File: config.mk
export PLATFORM = sky130hd
export DESIGN_NAME = irq2v_ctrl
export DESIGN_NICKNAME = d
export VERILOG_FILES = /design/src/rtl/irq2v_pkg.sv /design/src/rtl/irq2v_qualify.sv /design/src/rtl/irq2v_pick.sv /design/src/rtl/irq2v_inservice.sv /design/src/rtl/irq2v_ctrl.sv
export SDC_FILE = /design/constraint.sdc
export NUM_CORES = 1
export LEC_CHECK = 0
export BUFFER_PORTS_ARGS = -buffer_cell sky130_fd_sc_hd__buf_2
export CAP_MARGIN = 5
export CORE_AREA = 2 2 39 41
export CTS_BUF_LIST = sky130_fd_sc_hd__clkbuf_8
export CTS_CLUSTER_DIAMETER = 200
export CTS_CLUSTER_SIZE = 12
export DETAILED_ROUTE_END_ITERATION = 6
export DIE_AREA = 0 0 41 43
export PLACE_DENSITY = 0.67
export SLEW_MARGIN = 10
export SYNTH_ARGS = -nofsm -noshare
export SYNTH_HDL_FRONTEND = slang
export SYNTH_SLANG_ARGS = --single-unit
File: constraint.sdc
create_clock -name clk -period 1.2 [get_ports clk]
set_clock_uncertainty 0.1 [all_clocks]
set_input_delay 0.06 -clock clk [delete_from_list [all_inputs] [get_ports clk]]
set_output_delay 0.06 -clock clk [all_outputs]
set_load 0.02 [all_outputs]
File: src/rtl/irq2v_pkg.sv
package irq2v_pkg;

    localparam int SRC_CNT   = 2;
    localparam int SRC_IDX_W = 1;
    localparam int VEC_W     = 16;

    localparam logic [VEC_W-1:0] START_VEC = 16'h0000;
    localparam logic [VEC_W-1:0] VEC_BASE  = 16'h0003;
    localparam logic [VEC_W-1:0] VEC_STEP  = 16'h0008;

    typedef enum logic {
        LVL_LO = 1'b0,
        LVL_HI = 1'b1
    } lvl_e;

    typedef struct packed {
        logic hi;
        logic lo;
    } isr_t;

    function automatic logic [VEC_W-1:0] vec_of(input logic [SRC_IDX_W-1:0] idx);
        return VEC_BASE + VEC_STEP * VEC_W'(idx);
    endfunction

endpackage

File: src/rtl/irq2v_qualify.sv
module irq2v_qualify
    import irq2v_pkg::*;
#(
    parameter int NSRC = SRC_CNT
) (
    input  logic [NSRC-1:0] req,
    input  logic [NSRC-1:0] en,
    input  logic [NSRC-1:0] hi,
    input  logic            glob,
    input  isr_t            isr,
    output logic [NSRC-1:0] cand_hi,
    output logic [NSRC-1:0] cand_lo
);

    logic hi_open;
    logic lo_open;

    assign hi_open = !isr.hi;
    assign lo_open = !isr.hi && !isr.lo;

    for (genvar g = 0; g < NSRC; g++) begin : g_src
        logic live;
        assign live       = req[g] && en[g] && glob;
        assign cand_hi[g] = live && hi[g]  && hi_open;
        assign cand_lo[g] = live && !hi[g] && lo_open;
    end

endmodule

File: src/rtl/irq2v_pick.sv
module irq2v_pick
    import irq2v_pkg::*;
#(
    parameter int NSRC  = SRC_CNT,
    parameter int IDX_W = SRC_IDX_W
) (
    input  logic [NSRC-1:0]  cand_hi,
    input  logic [NSRC-1:0]  cand_lo,
    output logic             gnt_vld,
    output logic [IDX_W-1:0] gnt_idx,
    output lvl_e             gnt_lvl
);

    always_comb begin
        gnt_idx = '0;
        gnt_lvl = LVL_LO;
        for (int i = NSRC - 1; i >= 0; i--) begin
            if (cand_lo[i]) begin
                gnt_idx = IDX_W'(i);
                gnt_lvl = LVL_LO;
            end
        end
        for (int i = NSRC - 1; i >= 0; i--) begin
            if (cand_hi[i]) begin
                gnt_idx = IDX_W'(i);
                gnt_lvl = LVL_HI;
            end
        end
        gnt_vld = (|cand_hi) || (|cand_lo);
    end


    always_comb begin
        one_grant_chk: assert (!gnt_vld || cand_hi[gnt_idx] || cand_lo[gnt_idx]);
    end

endmodule

File: src/rtl/irq2v_inservice.sv
module irq2v_inservice
    import irq2v_pkg::*;
(
    input  logic clk,
    input  logic rst,
    input  logic set_en,
    input  lvl_e set_lvl,
    input  logic reti,
    output isr_t isr
);

    isr_t isr_nxt;

    always_comb begin
        isr_nxt = isr;
        if (reti) begin
            if (isr.hi) isr_nxt.hi = 1'b0;
            else        isr_nxt.lo = 1'b0;
        end
        if (set_en) begin
            if (set_lvl == LVL_HI) isr_nxt.hi = 1'b1;
            else                   isr_nxt.lo = 1'b1;
        end
    end

    always_ff @(posedge clk) begin
        if (rst) isr <= '0;
        else     isr <= isr_nxt;
    end


    hi_first_chk: assert property (@(posedge clk) disable iff (rst)
        (reti && isr.hi && isr.lo && !set_en) |=> (!isr.hi && isr.lo));


    hi_entry_chk: assert property (@(posedge clk) disable iff (rst)
        (set_en && set_lvl == LVL_HI) |-> !isr.hi);


    lo_entry_chk: assert property (@(posedge clk) disable iff (rst)
        (set_en && set_lvl == LVL_LO) |-> (!isr.hi && !isr.lo));

endmodule

File: src/rtl/irq2v_ctrl.sv
module irq2v_ctrl
    import irq2v_pkg::*;
#(
    parameter int NSRC  = SRC_CNT,
    parameter int IDX_W = SRC_IDX_W
) (
    input  logic             clk,
    input  logic             rst,
    input  logic [NSRC-1:0]  req_i,
    input  logic [NSRC-1:0]  src_en_i,
    input  logic [NSRC-1:0]  src_hi_i,
    input  logic             glob_en_i,
    input  logic             insn_bnd_i,
    input  logic             reti_i,
    output logic             take_o,
    output logic [VEC_W-1:0] vec_addr_o,
    output logic [NSRC-1:0]  ack_clr_o
);

    isr_t             isr;
    logic [NSRC-1:0]  cand_hi;
    logic [NSRC-1:0]  cand_lo;
    logic             gnt_vld;
    logic [IDX_W-1:0] gnt_idx;
    lvl_e             gnt_lvl;
    logic             accept;

    irq2v_qualify #(.NSRC(NSRC)) qual_i (
        .req     (req_i),
        .en      (src_en_i),
        .hi      (src_hi_i),
        .glob    (glob_en_i),
        .isr     (isr),
        .cand_hi (cand_hi),
        .cand_lo (cand_lo)
    );

    irq2v_pick #(.NSRC(NSRC), .IDX_W(IDX_W)) pick_i (
        .cand_hi (cand_hi),
        .cand_lo (cand_lo),
        .gnt_vld (gnt_vld),
        .gnt_idx (gnt_idx),
        .gnt_lvl (gnt_lvl)
    );

    assign accept = insn_bnd_i && gnt_vld;

    irq2v_inservice isv_i (
        .clk     (clk),
        .rst     (rst),
        .set_en  (accept),
        .set_lvl (gnt_lvl),
        .reti    (reti_i),
        .isr     (isr)
    );

    always_ff @(posedge clk) begin
        if (rst) begin
            take_o     <= 1'b0;
            ack_clr_o  <= '0;
            vec_addr_o <= START_VEC;
        end else begin
            take_o    <= accept;
            ack_clr_o <= accept ? (NSRC'(1) << gnt_idx) : '0;
            if (accept) vec_addr_o <= vec_of(gnt_idx);
        end
    end


    bnd_only_chk: assert property (@(posedge clk) disable iff (rst)
        take_o |-> $past(insn_bnd_i));


    ack_onehot_chk: assert property (@(posedge clk) disable iff (rst)
        take_o |-> $onehot(ack_clr_o));


    ack_with_take_chk: assert property (@(posedge clk) disable iff (rst)
        (ack_clr_o != '0) |-> take_o);


    vec_hold_chk: assert property (@(posedge clk) disable iff (rst)
        !take_o && !$past(rst) |-> $stable(vec_addr_o));

endmodule

==> impl_results.md <==
- Area grow syn2layout: 30.4%
- CTS clk-pin slew, worst paths: 0.04 ns
- Vias in the first global route: 316
- Worst path arrival time: 1.36 ns
- Antenna Cells: 0
- Starting DRT DRC Count: 3
- Die area: 1760 um^2
- Worst hold path class: primary input to flip-flop
- H-Tree Depth: 1
- Final ANT Viol Nets: 0
- Non-filler cells, final: 83
- DR WL/cell: 9.61 um
- Placed cell count: 77
- Core Area: 1380 um^2
- Status: finished with violations
- Peak supply drop: 0.375 mV
- Clk root buf: clkbuf_8
- Drt first pass iters: 2
- Die W: 41 um
- Avg Inst Size Synth: 9.14 um^2
- Slew Viols, Final: 0
- Crit path max-delay cell type: and4b_2
- Register bit total from synthesis: 7
- CP Capture Type: flip-flop
- CTS tree: done
- Worst path bufs/invs: 0
- Worst path required time: 1.21 ns
- Crit-path max FO: 5
- Register area share after synthesis: 33.3%
- Setup CP Type: flip-flop to flip-flop
- Setup ws final: -0.149 ns
- Initial core utilization: 30.4%
- Leakage Power: 0.291 nW
- Peak Freq: 0.742 GHz
- Clock Sinks: 7
- Layout cells sized above 1: 44.8%
- Worst-case clock buffer depth: 2
- First-pass GRT wire length: 1190 um
- Die H: 43 um
- Power Total: 0.711 mW
- PwrDens: 1300 nW/um^2
- Via Count: 334
- CP peak stage delay: 0.35 ns
- Synth Warn #: 0
- RSZ-0062 raised after global routing: true
- Largest net degree at the start of global routing: 8
- CTS Buf Count: 3
- Failing checks: negative setup slack
- Site Rows: 14
- Layout Nets: 79
- Clk Latency, worst-skew pair: 0.23 ns
- Period utilisation layout: 112%
- Count of cell types in the netlist: 19
- Final min period: 1.35 ns
- DRT Wirelength: 798 um
- Post-route DRC: 0
- Tot GR Track Use: 10.4%
- Final hold vios: 0
- Final Util: 39.6%
- MaxCap Viol Count: 0
- Final setup fails: 6
- Largest delay share family, worst path: compound AO/OA/AOI/OAI gates
- Post-Syn Instances: 46
- Initial antenna violation count: 0
- GPL Wtd Cong: 0.641
- DP HPWL: 546 um
- Place WS: -0.126 ns
- Global route total overflow: 0
- IO buf count: 16
- Vias per cell: 4.02
- Cell Area, Synth: 420 um^2
- I/O pin total: 30
- CP cell instances: and4b_2 -> a22oi_4 -> a21bo_4 -> o2bb2ai_1
- CP startpoint kind: flip-flop
## worst min-delay path, cell delays in order
cell,delay [ns]
buf_2,0.07
inv_1,0.04
a2bb2oi_2,0.10
nor2_1,0.04
## cell usage in the layout (no fill, tap or decap)
cell type       n
buf_2          16
conb_1         13
dfxtp_1         6
inv_1           5
nor2_1          4
clkbuf_8        3
and4b_2         2
a21oi_1         2
o21ai_2         2
buf_4           2
o21ai_0         1
a22oi_4         1
o2111ai_1       1
a2bb2oi_2       1
a21bo_4         1
a21boi_1        1
nor3b_2         1
nor2b_1         1
nand2b_1        1
o2bb2ai_1       1
dlygate4sd3_1   1
dfxtp_2         1
## state kept, by name, indices dropped and copies added (netlist names)
name / count
take_o: 1
vec_addr_o: 2
ack_clr_o: 2
isv_i.isr: 2
## final timing paths
check	cells after the start	from	slack, ns	to
setup / recovery	4	isv_i.isr[1]	-0.15	vec_addr_o[3]
hold / removal	4	reti_i	0.03	isv_i.isr[1]
setup reg to reg	4	isv_i.isr[1]	-0.15	vec_addr_o[3]
hold reg to reg	2	vec_addr_o[1]	0.36	vec_addr_o[1]
## where the power goes
group          internal, mW  switching [mW]  total (mW)
clock                 0.222           0.109       0.331
sequential            0.243         0.00399       0.247
combinational        0.0464          0.0861       0.133
total                 0.512           0.199       0.711
## through the flow
| step | setup TNS [ns] | hold slack, ns | area, um^2 |
|---|---|---|---|
| after floorplan | -0.226 | 0.0291 | 465 |
| after global placement | -0.446 | 0.220 | 468 |
| after detailed placement | -0.561 | 0.219 | 468 |
| after CTS | -0.694 | 0.0269 | 538 |
| after global routing | -1.13 | 0.0426 | 548 |
| final | -0.701 | 0.0337 | 548 |
## cells in the mapped netlist
cell type   n  share of area (%)
nand2b_1    1                1.5
o21ai_2     1                2.1
nor2b_1     1                1.5
nor2_1      4                3.6
and4b_2     2                5.4
buf_4      14                 25
a22oi_4     1                5.1
a21bo_2     1                2.4
a21boi_0    1                1.8
o21ai_1     1                1.2
o2bb2ai_1   1                2.1
a21oi_1     2                2.4
conb_1      1               0.89
inv_1       4                3.6
nor3b_2     1                3.0
o2111ai_1   1                2.1
dfxtp_1     7                 33
a2bb2oi_1   1                2.1
o21ai_0     1                1.2
## layout make-up
type,instances,area [um^2]
timing repair buffer,19,105
fill,144,836
clock buffer,3,41.3
inverter,4,15.0
tap,16,20.0
multi-input combinational,33,221
clock inverter,1,3.75
sequential,7,141
## routing by layer
metal	global-route usage, %	up-vias	share of wire, %
met5	0	-	0
met4	10.0	0	2.4
met3	1.57	2	3.4
met2	18.4	11	59
met1	8.68	153	35
li1	-	168	-
## logic make-up after synthesis
family	synth area share, %
flops	33.3
buf+inv	28.6
compound gates	22.3
other cells	0.892
simple gates	14.9
## what timing repair did
action / in CTS / in global routing
endpoints found under the setup margin: 7 / 7
pin swaps: 4 / 1
hold buffers: 1 / 0
resized for setup: 3 / 2
hold endpoints to repair: 5 / 0
buffers inserted: 1 / 0
No activity file was read; power rests on OpenSTA's default activity.
